`config.mk`:
```
export PLATFORM = sky130hd
export DESIGN_NAME = dch_access_arb
export DESIGN_NICKNAME = d
export VERILOG_FILES = /design/src/rtl/dch_arb_pkg.sv /design/src/rtl/dch_grant_latch.sv /design/src/rtl/dch_arb_fsm.sv /design/src/rtl/dch_arb_dpath.sv /design/src/rtl/dch_access_arb.sv
export SDC_FILE = /design/constraint.sdc
export NUM_CORES = 1
export LEC_CHECK = 0
export ABC_AREA = 1
export BUFFER_PORTS_ARGS = -buffer_cell sky130_fd_sc_hd__buf_4
export CAP_MARGIN = 20
export CELL_PAD_IN_SITES_DETAIL_PLACEMENT = 1
export CELL_PAD_IN_SITES_GLOBAL_PLACEMENT = 2
export CORE_MARGIN = 2
export CORE_UTILIZATION = 26
export CTS_BUF_LIST = sky130_fd_sc_hd__clkbuf_4
export CTS_CLUSTER_DIAMETER = 30
export DETAILED_ROUTE_END_ITERATION = 8
export PLACE_DENSITY_LB_ADDON = 0.1
export RECOVER_POWER = 100
export SETUP_SLACK_MARGIN = 0.05
export SYNTH_ARGS = -nofsm -noshare
export SYNTH_HDL_FRONTEND = slang
export SYNTH_SLANG_ARGS = --single-unit
```
`constraint.sdc`:
```
create_clock -name clk -period 2.58 [get_ports clk]
set_input_delay 0.129 -clock clk [delete_from_list [all_inputs] [get_ports clk]]
set_output_delay 0.129 -clock clk [all_outputs]
set_load 0.03 [all_outputs]
```
`src/rtl/dch_arb_pkg.sv`:
```
package dch_arb_pkg;
  typedef enum logic [1:0] {
    ST_IDLE = 2'd0,
    ST_ASK  = 2'd1,
    ST_HOLD = 2'd2,
    ST_PASS = 2'd3
  } arb_st_e;

  function automatic logic st_granted(arb_st_e s);
    return (s == ST_HOLD) || (s == ST_PASS);
  endfunction
endpackage

```
`src/rtl/dch_grant_latch.sv`:
```
module dch_grant_latch (
  input  logic clk,
  input  logic rst,
  input  logic frame_stb,
  input  logic in_ask,
  input  logic grant,
  input  logic deny,
  output logic grant_take
);
  logic pend;

  always_ff @(posedge clk) begin
    if (rst || frame_stb || deny) pend <= 1'b0;
    else if (grant && in_ask)     pend <= 1'b1;
  end

  assign grant_take = in_ask && !deny && (pend || grant);

  AST_GRANT_ONLY_WHILE_ASKING: assert property (@(posedge clk) disable iff (rst)
    !in_ask |-> !pend);
  AST_DENY_CLEARS: assert property (@(posedge clk) disable iff (rst)
    deny |=> !pend);
endmodule

```
`src/rtl/dch_arb_fsm.sv`:
```
module dch_arb_fsm
  import dch_arb_pkg::*;
#(
  parameter int D_BITS = 2
) (
  input  logic              clk,
  input  logic              rst,
  input  logic              frame_stb,
  input  logic              req_bit,
  input  logic [D_BITS-1:0] term_d,
  input  logic              grant_take,
  output arb_st_e           st,
  output arb_st_e           st_nxt
);
  logic has_zero;
  assign has_zero = !(&term_d);

  always_comb begin
    st_nxt = st;
    if (frame_stb) begin
      if (req_bit) st_nxt = ST_IDLE;
      else begin
        unique case (st)
          ST_IDLE: st_nxt = ST_ASK;
          ST_ASK:  st_nxt = grant_take ? ST_HOLD : ST_ASK;
          ST_HOLD: st_nxt = has_zero ? ST_PASS : ST_HOLD;
          ST_PASS: st_nxt = ST_PASS;
          default: st_nxt = ST_IDLE;
        endcase
      end
    end
  end

  always_ff @(posedge clk) begin
    if (rst) st <= ST_IDLE;
    else     st <= st_nxt;
  end

  AST_IDLE_ON_RELEASE: assert property (@(posedge clk) disable iff (rst)
    frame_stb && req_bit |=> st == ST_IDLE);
  AST_ASK_WAITS: assert property (@(posedge clk) disable iff (rst)
    st == ST_ASK && frame_stb && !req_bit && !grant_take |=> st == ST_ASK);
  AST_HOLD_ON_ONES: assert property (@(posedge clk) disable iff (rst)
    st == ST_HOLD && frame_stb && !req_bit && (&term_d) |=> st == ST_HOLD);
endmodule

```
`src/rtl/dch_arb_dpath.sv`:
```
module dch_arb_dpath
  import dch_arb_pkg::*;
#(
  parameter int D_BITS = 2
) (
  input  logic              clk,
  input  logic              rst,
  input  logic              frame_stb,
  input  arb_st_e           st,
  input  arb_st_e           st_nxt,
  input  logic [D_BITS-1:0] term_d,
  input  logic              fill_mode,
  output logic              sg_out,
  output logic [D_BITS-1:0] up_d
);
  logic [D_BITS-1:0] lead_ones;
  logic [D_BITS-1:0] d_nxt;

  for (genvar i = 0; i < D_BITS; i++) begin : g_lead
    assign lead_ones[i] = &term_d[D_BITS-1:i];
  end

  always_comb begin
    d_nxt = term_d;
    if (!fill_mode) begin
      if (st_nxt == ST_ASK || st_nxt == ST_HOLD) d_nxt = '0;
      else if (st_nxt == ST_PASS && st == ST_HOLD) d_nxt = term_d & ~lead_ones;
    end
  end

  always_ff @(posedge clk) begin
    if (rst) begin
      sg_out <= 1'b1;
      up_d   <= '1;
    end else if (frame_stb) begin
      sg_out <= !st_granted(st_nxt);
      up_d   <= d_nxt;
    end
  end

  AST_STOP_UNLESS_GRANTED: assert property (@(posedge clk) disable iff (rst)
    !sg_out |-> st_granted(st));
  AST_ASK_FORCES_ZERO: assert property (@(posedge clk) disable iff (rst)
    !fill_mode && frame_stb && st_nxt == ST_ASK |=> up_d == '0);
  AST_PASS_TRANSPARENT: assert property (@(posedge clk) disable iff (rst)
    frame_stb && st == ST_PASS && st_nxt == ST_PASS |=> up_d == $past(term_d));
  AST_FILL_NO_FORCE: assert property (@(posedge clk) disable iff (rst)
    fill_mode && frame_stb |=> up_d == $past(term_d));
endmodule

```
`src/rtl/dch_access_arb.sv`:
```
module dch_access_arb
  import dch_arb_pkg::*;
#(
  parameter int             D_BITS    = 2,
  parameter int             CFG_W     = 3,
  parameter logic [CFG_W-1:0] FILL_CODE = 3'b101
) (
  input  logic              clk,
  input  logic              rst,
  input  logic              frame_stb,
  input  logic              req_bit,
  input  logic [D_BITS-1:0] term_d,
  input  logic              grant,
  input  logic              deny,
  input  logic [CFG_W-1:0]  cfg_mode,
  output logic              sg_out,
  output logic [D_BITS-1:0] up_d,
  output logic [1:0]        state_out
);
  arb_st_e st, st_nxt;
  logic    grant_take;
  logic    fill_mode;

  assign fill_mode = (cfg_mode == FILL_CODE);
  assign state_out = st;

  dch_grant_latch u_latch (
    .clk(clk), .rst(rst), .frame_stb(frame_stb),
    .in_ask(st == ST_ASK), .grant(grant), .deny(deny),
    .grant_take(grant_take)
  );

  dch_arb_fsm #(.D_BITS(D_BITS)) u_fsm (
    .clk(clk), .rst(rst), .frame_stb(frame_stb), .req_bit(req_bit),
    .term_d(term_d), .grant_take(grant_take), .st(st), .st_nxt(st_nxt)
  );

  dch_arb_dpath #(.D_BITS(D_BITS)) u_dpath (
    .clk(clk), .rst(rst), .frame_stb(frame_stb), .st(st), .st_nxt(st_nxt),
    .term_d(term_d), .fill_mode(fill_mode), .sg_out(sg_out), .up_d(up_d)
  );

  AST_FRAME_ALIGNED: assert property (@(posedge clk) disable iff (rst)
    !frame_stb |=> $stable(sg_out) && $stable(up_d) && $stable(state_out));
  AST_IDLE_STOP: assert property (@(posedge clk) disable iff (rst)
    frame_stb && req_bit |=> sg_out);
  AST_RESET_IDLE: assert property (@(posedge clk)
    rst |=> state_out == 2'd0 && sg_out && up_d == '1);
endmodule

```
# [Word-level counts from Yosys, hierarchy flattened]
# Cells that the tools add are included.
[op_classes] n_bitwise=2 n_eq_ne=7 n_reduce_logical=13 muxes=8
[op_table] operator="2-bit two-way mux" count=6
[op_table] operator="2-bit == test, second input constant" count=4
[op_table] operator="2-bit case mux with 4 select lines" count=1
[op_table] operator="1-bit logical OR" count=5
[op_table] operator="2-bit by 1-bit == test with 1-bit output, second input constant" count=2
[op_table] operator="1-bit logical AND" count=4
[op_table] operator="3-bit == test, second input constant" count=1
[op_table] operator="2-bit bitwise AND" count=1
[op_table] operator="1-bit logical NOT" count=2
[op_table] operator="2-bit logical NOT" count=1
[op_table] operator="2-bit NOT" count=1
[op_table] operator="2-bit AND reduction" count=1
[op_table] operator="1-bit two-way mux" count=1
[totals] register_bits=6 elab_cells=34 output_inout_bits=5 in_bits=11

# [Logic depth before layout (Yosys ltp)]
[logic_depth] word_depth=12 mapped_depth=13 mapped_depth_nobuf=12

# [Hierarchy]
# Synthesis repeated with hierarchy kept, for this count alone.
[unflattened] cells_unflattened=55 area_unflattened_um2=349.1
[by_module_without_submodules] mod="dch_arb_dpath" cells_per_inst=25 area_per_inst_um2=171.4 seq_area_each_um2=60.1 instances=1
[by_module_without_submodules] mod="dch_arb_fsm" cells_per_inst=17 area_per_inst_um2=108.9 seq_area_each_um2=40.0 instances=1
[by_module_without_submodules] mod="dch_grant_latch" cells_per_inst=9 area_per_inst_um2=51.3 seq_area_each_um2=20.0 instances=1
[by_module_without_submodules] mod="dch_access_arb" cells_per_inst=4 area_per_inst_um2=17.5 seq_area_each_um2=0.0 instances=1

# [Worst setup path before layout]
# Ideal clock, no wire load.
[synth_timing] path_type="register to register" start="register u_fsm.st[0]" end="register u_dpath.up_d[0]" arrival_ns=1.672 setup_ns=0.059 synth_period_minus_slack_ns=1.731 path_stages_with_launch=11 required_ns=2.521 path_slack_ns=0.849 n_path_buf=0 path_cell_list="dfxtp_1 > inv_2 > nor2_2 > nand3_1 > nand2_2 > inv_1 > ha_1 > or2_2 > nand3_1 > nand2_1 > nand2_1"
[synth_between] elab_chain_cells=12 word_cells_on_any_way=18 classes_between="eq/ne (6); mux (7); reduce/logical (5)"
[synth_rtl] item="from (decl)" line="dch_arb_fsm.sv:12" rtl="output arb_st_e st,"
[synth_rtl] item="from (signal assigned)" line="dch_arb_fsm.sv:36" rtl="else st <= st_nxt;"
[synth_rtl] item="2-bit by 1-bit == test with 1-bit output" line="dch_arb_fsm.sv:23, dch_access_arb.sv:29"
[synth_rtl] item="1-bit logical AND (2 in series)" line="dch_grant_latch.sv:17" rtl="assign grant_take = in_ask && !deny && (pend || grant);"
[synth_rtl] item="2-bit two-way mux" line="dch_arb_fsm.sv:25" rtl="ST_ASK: st_nxt = grant_take ? ST_HOLD : ST_ASK;"
[synth_rtl] item="2-bit case mux with 4 select lines" line="dch_arb_fsm.sv:23" rtl="unique case (st)"
[synth_rtl] item="2-bit two-way mux" line="dch_arb_fsm.sv:21" rtl="if (req_bit) st_nxt = ST_IDLE;"
[synth_rtl] item="2-bit two-way mux (*)" line="dch_arb_fsm.sv:20" rtl="if (frame_stb) begin"
[synth_rtl] item="via st_nxt[0]" line="dch_access_arb.sv:20" rtl="arb_st_e st, st_nxt;"
[synth_rtl] item="2-bit == test" line="dch_arb_dpath.sv:27" rtl="else if (st_nxt == ST_PASS && st == ST_HOLD) d_nxt = term_d & ~lead_ones;"
[synth_rtl] item="1-bit logical AND" line="dch_arb_dpath.sv:27"
[synth_rtl] item="2-bit two-way mux" line="dch_arb_dpath.sv:27"
[synth_rtl] item="2-bit two-way mux (*)" line="dch_arb_dpath.sv:26" rtl="if (st_nxt == ST_ASK || st_nxt == ST_HOLD) d_nxt = '0;"
[synth_rtl] item="2-bit two-way mux (*)" line="dch_arb_dpath.sv:25" rtl="if (!fill_mode) begin"
[synth_rtl] item="to (signal assigned)" line="dch_arb_dpath.sv:37" rtl="up_d <= d_nxt;"
[synth_rtl] item="to (decl)" line="dch_arb_dpath.sv:14" rtl="output logic [D_BITS-1:0] up_d"
# Mark *: on every way through the listed nets, which the timed path passes. The rest lies on a longest branch.
# A chain may end at the register's enable or synchronous reset.

# [Worst setup path after layout]
# Same ends and word-level chain as after synthesis.

==> qor_table.md <==
| Metric | This run |
| --- | --- |
| Floorplan Core Area | 1330 sq um |
| Post-synth net total | 68 |
| CTS HTree Levels | 1 |
| Min Tclk post-route | 1.72 ns |
| Total leakage power | 0.285 nW |
| Effective utilization at floorplan | 28.8% |
| Quantity of I/O buffers inserted on ports | 15 |
| Max-slew headroom at the worst pin | 75.1% |
| Count of antenna-violating nets left after detailed routing | 0 |
| Flop-to-flop setup slack | 0.86 ns |
| Hold slack final | 0.0993 ns |
| Gate count of the mapped netlist | 55 |
| Final hold viol count | 0 |
| Chip height | 42.4 microns |
| Post-route DRC violation count | 0 |
| WP data arrival | 1.91 ns |
| Clock insertion delay at the later pin of the skew report | 0.24 ns |
| Unrepaired setup endpoints after global routing | no |
| Maximum number of pins on one net before global-route repair | 10 |
| Number of gates resized after CTS | 0 |
| Remaining Overflow, GRT | 0 |
| Sinks on the clock net | 6 |
| Library cell appearing most often on the critical path | nand2_1 |
| Number of failing setup endpoints in the final timing report | 0 |
| Post-Layout Inst Area | 503 sq um |
| Max-Cap Viols | 0 |
| Clock-pin slew reported for the worst setup and hold paths after clock tree synthesis | 0.05 ns |
| Most frequent cells in the layout | 11 x inv_1, 11 x nand2_1, 10 x buf_4 |
| Number of buffers inserted by hold repair at cts | 0 |
| Total count of max-transition violations in the final report | 0 |
| Overall track demand over capacity in global routing | 10.7% |
| Flop and latch count out of synthesis | 6 |
| CTS tree | built |
| Global-route wire length before repair | 1480 microns |
| Type of the worst min-delay path | in -> reg |
| Largest stage delay on the critical path | 0.39 ns |
| Net count of the finished layout | 87 |
| Count of distinct cell types in the synthesized netlist | 17 |
| Die footprint | 1800 sq um |
| Total clock buffers created by CTS | 3 |
| Count of yosys warnings during synthesis | 0 |
| Drt first pass iters | 4 |
| Share of the cycle needed by the critical path after routing | 66.7% |
| Area growth syn-to-layout | 30.9% |
| Placer Congestion | 0.757 |
| Worst ir drop on vdd | 0.000165 V |
| Vias in the first global route | 353 |
| Fmax | 0.581 GHz |
| Width of the chip | 42.4 microns |
| Pwr per Cell Area | 486 nW/um^2 |
| Biggest fanout along the worst timing path | 4 |
| Antenna violations before repair | 0 |
| Post-place instance area | 504 sq um |
| Mean post-synth cell area | 6.98 sq um |
| Cell Area, Synth | 384 sq um |
| Number of core rows | 13 |
| Number of diodes | 0 |
| Post-detailed-route via-to-cell ratio | 4.28 |
| HPWL reported at the end of detailed placement | 719 microns |
| Critical Path Slowest Stage Cell | dfxtp_1 |
| CP Class | reg -> reg |
| Share of the yosys chip area belonging to registers | 31.3% |
| Startpoint type of the worst setup path | register |
| Average routed wire per standard cell | 9.76 microns |
| Slew at the pin closest to its max-slew limit | 0.375 ns |
| # IOs | 16 |
| Share of post-route cells with drive strength above 1 | 27.8% |
| Setup Fix Bufs, Post-CTS | 0 |
| Wire length reported by the detailed router | 849 microns |
| Sort of element at the end of the critical path | register |
| Sum of negative setup slack | 0 ns |
| DRT iter0 DRCs | 2 |
| Endpoint required time on the critical path | 2.76 ns |
| Clock root buffer master | clkbuf_4 |
| Max Root-Sink Buffers | 2 |
| Run status | completed |
| Clock tree skew after final layout | 0.00417 ns |
| Ordered list of cells on the worst path | inv_1, nor2_1, nand3_1, nand2_1, inv_1, ha_1, or2_2, nand3_1, nand2_1, nand2_1 |
| Via count | 372 |
[kinds of logic after synthesis]
family / count (synthesis) / synth area share [%]
AO/OA/AOI/OAI: 6 / 10.7
adder cells (fa/ha/maj): 2 / 6.51
buffers and inverters: 12 / 13.7
flip-flops: 6 / 31.3
AND/OR/NAND/NOR: 29 / 37.8
[synthesized netlist by cell type, drive strengths merged]
master  count  area (sq um)
nor2        8          40.0
dfxtp       6           120
inv        11          41.3
nand3       6          30.0
buf         1          11.3
o31ai       1          7.51
nand2      13          61.3
nand3b      1          7.51
o211a       1          10.0
ha          2          25.0
or2         1          6.26
o21ai       1          8.76
a21oi       3          15.0
[critical path: cells and delay by family (launching register included)]
kind          cells  cell delay (ns)
fa+ha+maj         1             0.29
buf+inv           2             0.15
flops             1             0.39
simple gates      7             0.81
[flip-flops by register name, summed over array words and instances (netlist names)]
| name | count |
|---|---|
| u_dpath.sg_out | 1 |
| u_dpath.up_d | 2 |
| u_fsm.st | 2 |
| u_latch.pend | 1 |
[path summary, 6_finish.rpt]
path	from	end	depth (start not counted)
max	u_fsm.st[0]	u_dpath.up_d[0]	10
min	rst	u_fsm.st[1]	2
max reg2reg	u_fsm.st[0]	u_dpath.up_d[0]	10
min reg2reg	u_dpath.up_d[1]	u_dpath.up_d[1]	2
[metal layers]
metal  GRT usage [%]  part of all wire (%)  up-vias
li1                -                     -      205
met1            14.9                    54      155
met2            14.2                    38       12
met5               0                     0        -
met3            5.17                   8.0        0
met4            3.75                     0        0
[area by class of cell]
class,instances,area [sq um]
Sequential cell,6,120
Clock buffer,3,22.5
Tap cell,15,18.8
Inverter,11,41.3
Multi-Input combinational cell,37,206
Fill cell,180,831
Timing Repair Buffer,15,93.8
[power by group]
group	total [mW]	switching (mW)	internal [mW]
clock	0.0845	0.0320	0.0525
sequential	0.102	0.00371	0.0982
combinational	0.0578	0.0344	0.0235
[stage by stage]
stage	power (mW)	std cells	utilization, %	setup WS (ns)
6_report	0.244	87	37.7	0.858
5_1_grt	0.264	87	37.7	0.704
4_1_cts	0.256	87	39.5	0.926
3_5_place_dp	0.167	84	37.8	0.945
3_3_place_gp	0.167	84	37.8	0.977
2_1_floorplan	0.141	55	-	0.849
Note: power is estimated with default switching activity, not from simulation.
